[src/rtl/remap_pkg.sv]
package remap_pkg;
    localparam int ADDR_W     = 32;
    localparam int WIN_BITS   = 4;
    localparam int NUM_WIN    = 1 << WIN_BITS;
    localparam int FIELD_W    = 4;
    localparam int WORD_W     = 32;
    localparam int PER_WORD   = WORD_W / FIELD_W;
    localparam int MAP_WORDS  = NUM_WIN / PER_WORD;
    localparam int MAP_W      = NUM_WIN * FIELD_W;
    localparam int LOW_W      = ADDR_W - WIN_BITS;

    typedef enum logic [1:0] {
        ST_IDLE = 2'd0,
        ST_FWD  = 2'd1,
        ST_ERR  = 2'd2
    } remap_state_e;
endpackage

[src/rtl/remap_regs.sv]
module remap_regs
    import remap_pkg::*;
#(
    parameter int CFG_AW = 8
) (
    input  logic              clk,
    input  logic              rst_n,
    input  logic              cfg_we,
    input  logic [CFG_AW-1:0] cfg_addr,
    input  logic [WORD_W-1:0] cfg_wdata,
    output logic [WORD_W-1:0] cfg_rdata,
    output logic [MAP_W-1:0]  live_code,
    output logic [MAP_W-1:0]  live_win
);
    localparam int IDX_W     = CFG_AW - 2;
    localparam int COMMIT_IX = 2 * MAP_WORDS;

    logic [IDX_W-1:0] widx;
    logic [MAP_W-1:0] shd_code;
    logic [MAP_W-1:0] shd_win;
    logic             commit;

    assign widx   = cfg_addr[CFG_AW-1:2];
    assign commit = cfg_we && (widx == IDX_W'(COMMIT_IX)) && cfg_wdata[0];

    // code words first, replacement words after them, commit last
    always_ff @(posedge clk) begin
        if (!rst_n) begin
            shd_code <= '0;
            shd_win  <= '0;
        end else if (cfg_we) begin
            for (int w = 0; w < MAP_WORDS; w++) begin
                if (widx == IDX_W'(w))
                    shd_code[w*WORD_W +: WORD_W] <= cfg_wdata;
                if (widx == IDX_W'(w + MAP_WORDS))
                    shd_win[w*WORD_W +: WORD_W] <= cfg_wdata;
            end
        end
    end

    // live map changes only on commit
    always_ff @(posedge clk) begin
        if (!rst_n) begin
            live_code <= '0;
            live_win  <= '0;
        end else if (commit) begin
            live_code <= shd_code;
            live_win  <= shd_win;
        end
    end

    // shadow read-back, zero elsewhere
    always_comb begin
        cfg_rdata = '0;
        for (int w = 0; w < MAP_WORDS; w++) begin
            if (widx == IDX_W'(w))
                cfg_rdata = shd_code[w*WORD_W +: WORD_W];
            if (widx == IDX_W'(w + MAP_WORDS))
                cfg_rdata = shd_win[w*WORD_W +: WORD_W];
        end
    end

    a_r6_live_holds: assert property (@(posedge clk) disable iff (!rst_n)
        !commit |=> ($stable(live_code) && $stable(live_win)));

    a_r6_commit_loads: assert property (@(posedge clk) disable iff (!rst_n)
        commit |=> (live_code == $past(shd_code) && live_win == $past(shd_win)));
endmodule

[src/rtl/remap_decode.sv]
module remap_decode
    import remap_pkg::*;
#(
    parameter int NUM_PORTS = 7,
    parameter int PORT_W    = $clog2(NUM_PORTS)
) (
    input  logic [MAP_W-1:0]  live_code,
    input  logic [MAP_W-1:0]  live_win,
    input  logic [ADDR_W-1:0] req_addr,
    output logic              dec_hit,
    output logic [PORT_W-1:0] dec_port,
    output logic [ADDR_W-1:0] dec_addr
);
    localparam logic [FIELD_W-1:0] TOP_CODE = FIELD_W'(NUM_PORTS);

    logic [WIN_BITS-1:0] win;
    logic [FIELD_W-1:0]  code_tab [NUM_WIN];
    logic [FIELD_W-1:0]  win_tab  [NUM_WIN];
    logic [FIELD_W-1:0]  code;

    // split the flat maps into one nibble per window
    for (genvar g = 0; g < NUM_WIN; g++) begin : g_win
        assign code_tab[g] = live_code[g*FIELD_W +: FIELD_W];
        assign win_tab[g]  = live_win[g*FIELD_W +: FIELD_W];
    end

    assign win      = req_addr[ADDR_W-1 -: WIN_BITS];
    assign code     = code_tab[win];
    // legal codes are 1..NUM_PORTS
    assign dec_hit  = (code != '0) && (code <= TOP_CODE);
    assign dec_port = PORT_W'(code - FIELD_W'(1));
    // swap the window nibble
    assign dec_addr = {win_tab[win], req_addr[LOW_W-1:0]};
endmodule

[src/rtl/remap_fsm.sv]
module remap_fsm
    import remap_pkg::*;
#(
    parameter int NUM_PORTS = 7,
    parameter int PORT_W    = $clog2(NUM_PORTS)
) (
    input  logic                 clk,
    input  logic                 rst_n,
    input  logic                 m_valid,
    output logic                 m_ready,
    input  logic                 dec_hit,
    input  logic [PORT_W-1:0]    dec_port,
    input  logic [ADDR_W-1:0]    dec_addr,
    output logic [NUM_PORTS-1:0] s_valid,
    input  logic [NUM_PORTS-1:0] s_ready,
    output logic [ADDR_W-1:0]    s_addr,
    output logic                 err_valid,
    input  logic                 err_ready
);
    remap_state_e      state, state_nx;
    logic [PORT_W-1:0] tx_port;
    logic [ADDR_W-1:0] tx_addr;
    logic              accept;

    assign accept = m_valid && (state == ST_IDLE);

    // state register and R9 capture
    always_ff @(posedge clk) begin
        if (!rst_n) begin
            state   <= ST_IDLE;
            tx_port <= '0;
            tx_addr <= '0;
        end else begin
            state <= state_nx;
            if (accept) begin
                tx_port <= dec_port;
                tx_addr <= dec_addr;
            end
        end
    end

    // next state and outputs
    always_comb begin
        state_nx  = state;
        m_ready   = 1'b0;
        s_valid   = '0;
        err_valid = 1'b0;
        s_addr    = tx_addr;
        unique case (state)
            ST_IDLE: begin
                m_ready = 1'b1;
                if (m_valid)
                    state_nx = dec_hit ? ST_FWD : ST_ERR;
            end
            ST_FWD: begin
                s_valid[tx_port] = 1'b1;
                if (s_ready[tx_port])
                    state_nx = ST_IDLE;
            end
            ST_ERR: begin
                err_valid = 1'b1;
                if (err_ready)
                    state_nx = ST_IDLE;
            end
            default: state_nx = ST_IDLE;
        endcase
    end

    a_r10_one_target: assert property (@(posedge clk) disable iff (!rst_n)
        $onehot0({s_valid, err_valid}));

    a_r10_busy_not_ready: assert property (@(posedge clk) disable iff (!rst_n)
        ((|s_valid) || err_valid) |-> !m_ready);

    a_r10_fwd_held: assert property (@(posedge clk) disable iff (!rst_n)
        ((|s_valid) && ((s_valid & s_ready) == '0)) |=>
            (s_valid == $past(s_valid) && $stable(s_addr)));

    a_r10_err_held: assert property (@(posedge clk) disable iff (!rst_n)
        (err_valid && !err_ready) |=> err_valid);
endmodule

[src/rtl/aperture_remap.sv]
module aperture_remap
    import remap_pkg::*;
#(
    parameter int NUM_PORTS = 7,
    parameter int CFG_AW    = 8
) (
    input  logic                 clk,
    input  logic                 rst_n,
    input  logic                 cfg_we,
    input  logic [CFG_AW-1:0]    cfg_addr,
    input  logic [WORD_W-1:0]    cfg_wdata,
    output logic [WORD_W-1:0]    cfg_rdata,
    input  logic                 m_valid,
    output logic                 m_ready,
    input  logic [ADDR_W-1:0]    m_addr,
    output logic [NUM_PORTS-1:0] s_valid,
    input  logic [NUM_PORTS-1:0] s_ready,
    output logic [ADDR_W-1:0]    s_addr,
    output logic                 err_valid,
    input  logic                 err_ready
);
    localparam int PORT_W = $clog2(NUM_PORTS);

    logic [MAP_W-1:0]  live_code;
    logic [MAP_W-1:0]  live_win;
    logic              dec_hit;
    logic [PORT_W-1:0] dec_port;
    logic [ADDR_W-1:0] dec_addr;

    remap_regs #(.CFG_AW(CFG_AW)) u_regs (
        .clk       (clk),
        .rst_n     (rst_n),
        .cfg_we    (cfg_we),
        .cfg_addr  (cfg_addr),
        .cfg_wdata (cfg_wdata),
        .cfg_rdata (cfg_rdata),
        .live_code (live_code),
        .live_win  (live_win)
    );

    remap_decode #(.NUM_PORTS(NUM_PORTS), .PORT_W(PORT_W)) u_dec (
        .live_code (live_code),
        .live_win  (live_win),
        .req_addr  (m_addr),
        .dec_hit   (dec_hit),
        .dec_port  (dec_port),
        .dec_addr  (dec_addr)
    );

    remap_fsm #(.NUM_PORTS(NUM_PORTS), .PORT_W(PORT_W)) u_fsm (
        .clk       (clk),
        .rst_n     (rst_n),
        .m_valid   (m_valid),
        .m_ready   (m_ready),
        .dec_hit   (dec_hit),
        .dec_port  (dec_port),
        .dec_addr  (dec_addr),
        .s_valid   (s_valid),
        .s_ready   (s_ready),
        .s_addr    (s_addr),
        .err_valid (err_valid),
        .err_ready (err_ready)
    );

    a_r4_unmapped_errors: assert property (@(posedge clk) disable iff (!rst_n)
        (m_valid && m_ready && !dec_hit) |=> (err_valid && s_valid == '0));

    a_r2_low_bits_kept: assert property (@(posedge clk) disable iff (!rst_n)
        (m_valid && m_ready && dec_hit) |=>
            (s_addr[LOW_W-1:0] == $past(m_addr[LOW_W-1:0])));
endmodule

[config.mk]
export PLATFORM = sky130hd
export DESIGN_NAME = aperture_remap
export DESIGN_NICKNAME = d
export VERILOG_FILES = /design/src/rtl/remap_pkg.sv /design/src/rtl/remap_regs.sv /design/src/rtl/remap_decode.sv /design/src/rtl/remap_fsm.sv /design/src/rtl/aperture_remap.sv
export SDC_FILE = /design/constraint.sdc
export NUM_CORES = 1
export LEC_CHECK = 0
export BUFFER_PORTS_ARGS = -buffer_cell sky130_fd_sc_hd__buf_2
export CELL_PAD_IN_SITES_DETAIL_PLACEMENT = 1
export CELL_PAD_IN_SITES_GLOBAL_PLACEMENT = 1
export CORE_MARGIN = 5
export CORE_UTILIZATION = 40
export CTS_BUF_LIST = sky130_fd_sc_hd__clkbuf_8 sky130_fd_sc_hd__clkbuf_16
export DETAILED_ROUTE_END_ITERATION = 10
export PLACE_DENSITY = 0.77
export SLEW_MARGIN = 10
export SYNTH_ARGS = -nofsm -noshare
export SYNTH_HDL_FRONTEND = slang
export SYNTH_HIERARCHICAL = 1
export SYNTH_SLANG_ARGS = --single-unit
[constraint.sdc]
create_clock -name clk -period 3 [get_ports clk]
set_input_delay 0.6 -clock clk [delete_from_list [all_inputs] [get_ports clk]]
set_output_delay 0.6 -clock clk [all_outputs]
set_load 0.05 [all_outputs]
==> reports/results.md <==
| Metric | This run | Unit |
|:---|:---|:---|
| Crit Path Category | input pin to output pin | - |
| Final global-route overflow total | 0 | - |
| H-tree depth | 1 | - |
| Data arrival time of the critical path | 2.07 | ns |
| Antenna violation net count after detailed routing | 0 | - |
| Max-slew violation count | 0 | - |
| Ratio of final minimum period to clock period | 0.891 | - |
| Post-cts repair resize count | 0 | - |
| Clock root buffer | sky130_fd_sc_hd__clkbuf_16 | - |
| Cells after DPL | 1725 | - |
| Startpoint class of the critical path | input pin | - |
| Fmax | 374 | MHz |
| Number of global-route vias before repair | 9988 | - |
| Via count | 9202 | - |
| Final Setup Violations | 0 | - |
| Fraction of final layout cells sized beyond drive strength 1 | 0.237 | - |
| Run status | completed | - |
| Power density cells | 562 | nW/um^2 |
| Per-cell via count in the routed design | 5.16 | - |
| Worst Hold Path Cells | 3 | - |
| IR drop worst, VDD | 0.413 | mV |
| Number of flops mapped to enable cells by yosys | 0 | - |
| Antenna violations before repair | 1 | - |
| Rel. slew slack | 0.309 | - |
| Sum of routed wire length over all layers | 35400 | um |
| Total of warnings raised by yosys | 6 | - |
| Kind of capture point of the worst setup path | output pin | - |
| Count of non-filler cells in the finished layout | 1782 | - |
| Effective utilization at floorplan | 0.402 | - |
| Most common library cell in the layout ignoring fill and taps | sky130_fd_sc_hd__nand2_1 | - |
| Worst clock skew on the final layout | 0.0104 | ns |
| Reg clk slew, reported paths | 0.06 | ns |
| Critical path required time | 2.40 | ns |
| Area added between synthesis and finish | 15.6 | % |
| Drt pass-1 iters | 4 | - |
| # clock sinks | 293 | - |
| Worst Setup Slack post-DPL | 0.0993 | ns |
| First-pass GRT wire length | 55600 | um |
| Static Leakage | 0.00738 | uW |
| Tightest Pin Transition | 1.04 | ns |
| Post-CTS setup buffer count | 0 | - |
| Number of DRC violations after detailed-routing iteration 0 | 431 | - |
| Nets@finish | 1403 | - |
| Share of synthesized area occupied by flip-flops and latches | 0.452 | - |
| Routability cong. | 0.751 | - |
| Post-synth cell types | 40 | - |
| Final worst slack | 0.327 | ns |
| Final HPWL DP | 24200 | um |
| Number of hold-slack violations in the final timing report | 0 | - |
| Post-Synthesis Net Count | 1304 | - |
| Core box area | 32300 | sq um |
| Dominant register cell in the synthesized netlist | sky130_fd_sc_hd__dfxtp_1 | - |
| Die outline width | 190 | um |
| Sum of negative setup slack | 0 | ns |
| Total standard cell area after synthesis | 13000 | sq um |
| Clock period minus final worst setup slack | 2.67 | ns |
| Number of register bits inferred by synthesis | 293 | - |
| Row count | 66 | - |
| Number of buffers added by the clock tree synthesis step | 31 | - |
| Height of the die | 190 | um |
| Port bufs | 154 | - |
| Commonest non-fill, non-tap cells in the layout | sky130_fd_sc_hd__nand2_1, sky130_fd_sc_hd__dfxtp_1, sky130_fd_sc_hd__mux2i_1 | - |
| Source-to-sink clock delay at the later pin of the worst-skew pair | 0.54 | ns |
| Pin count of the biggest net entering global routing | 129 | - |
| Reg2Reg Setup Slack | 0.67 | ns |
| Worst Hold Class | input pin to register | - |
| Total die area | 36200 | sq um |
| Async SR Flop Fraction | 0 | - |
| Post-Synthesis Cells | 1218 | - |
| Max Buffers Root-to-Sink | 3 | - |
| Hold buffer count at cts | 0 | - |
| Unrepaired setup endpoints after global routing | false | - |
| Residual DRC count | 0 | - |
| Count of max-cap constraint violations | 0 | - |
| Mean area per synthesized cell | 10.7 | sq um |
| Count of pins on the block boundary | 157 | - |
| FF-to-FF path depth | 9 | - |
| TritonCTS clock tree | done | - |
| Global router's overall resource usage | 0.193 | - |
| Largest fanout on the critical path | 20 | - |
| Wire length per cell | 19.9 | um |
Yosys cell counts, types with 3 or more instances:
cell	count	area, sq um
sky130_fd_sc_hd__nand2_1	363	1360
sky130_fd_sc_hd__dfxtp_1	293	5870
sky130_fd_sc_hd__mux2i_1	263	2630
sky130_fd_sc_hd__mux4_2	71	1600
sky130_fd_sc_hd__clkbuf_1	37	139
sky130_fd_sc_hd__nor2b_1	32	200
sky130_fd_sc_hd__a21boi_1	30	225
sky130_fd_sc_hd__buf_4	29	218
sky130_fd_sc_hd__buf_1	20	75.1
sky130_fd_sc_hd__buf_2	14	70.1
sky130_fd_sc_hd__buf_6	8	90.1
sky130_fd_sc_hd__nor2_1	7	26.3
sky130_fd_sc_hd__a21boi_0	5	37.5
sky130_fd_sc_hd__dlymetal6s2s_1	4	50.1
sky130_fd_sc_hd__nor3_1	4	20.0
sky130_fd_sc_hd__buf_12	3	60.1
sky130_fd_sc_hd__dlygate4sd1_1	3	26.3
cell families (layout without fill, tap and decap cells):
logic type	after synthesis	in the layout	share of synthesized area
and+or+nand+nor	426	426	0.137
muxes	336	336	0.328
DFF	293	293	0.452
buffers and inverters	123	243	0.0591
AOI/OAI and AO/OA	37	37	0.0214
adders and majority gates	2	2	0.00193
xor gates and xnor gates	1	1	0.000675
other	0	2	0
path summary, 6_finish.rpt:
kind,startpoint,endpoint
setup reg to reg,u_regs/live_code[45],u_fsm/state[1]
setup / recovery,cfg_addr[3],cfg_rdata[13]
hold / removal,m_addr[4],u_fsm/s_addr[4]
hold reg to reg,u_fsm/s_addr[22],u_fsm/s_addr[22]
critical path, cell delays in order:
cell and delay [ns]:
sky130_fd_sc_hd__buf_2 0.21, sky130_fd_sc_hd__buf_12 0.25, sky130_fd_sc_hd__buf_4 0.27, sky130_fd_sc_hd__mux4_2 0.35, sky130_fd_sc_hd__nor2b_1 0.15, sky130_fd_sc_hd__buf_2 0.22
metrics by stage:
step	total power, uW	util	hold slack (ns)	cell area, sq um
after floorplan	4450	-	0.435	13000
after global placement	4590	0.431	0.437	13900
after detailed placement	4600	0.431	0.447	13900
after CTS	8510	0.464	0.267	15000
after global routing	8740	0.464	0.269	15000
final	8420	0.465	0.294	15000
power by group:
part	switching, uW	internal [uW]	total (uW)
Sequential	28.5	3930	3960
Clock	1540	2370	3900
Combinational	370	193	563
Total	1940	6490	8420
sequential cells by signal, indices dropped and copies added, names as in the netlist:
register / cells
u_fsm/tx_port: 3
u_regs/shd_win: 64
u_regs/shd_code: 64
u_regs/live_code: 64
u_regs/live_win: 64
u_fsm/s_addr: 32
u_fsm/state: 2
area by class of cell:
class	instances	area, sq um
timing repair buffer	186	1150
tap	442	553
sequential	293	5870
antenna	2	5.00
fill	3569	17300
clock inverter	13	138
inverter	3	11.3
multi-input combinational	802	6360
clock buffer	41	913
metal layers:
layer / global-route usage / routed length, um / part of all wire / vias up
met5: 0 / 11 / 0.00031 / -
met3: 0.0325 / 2140 / 0.060 / 42
met1: 0.264 / 16000 / 0.45 / 4554
met4: 0.0412 / 623 / 0.018 / 2
li1: - / - / - / 4372
met2: 0.325 / 16600 / 0.47 / 232
No activity file was read; power rests on OpenSTA's default activity.
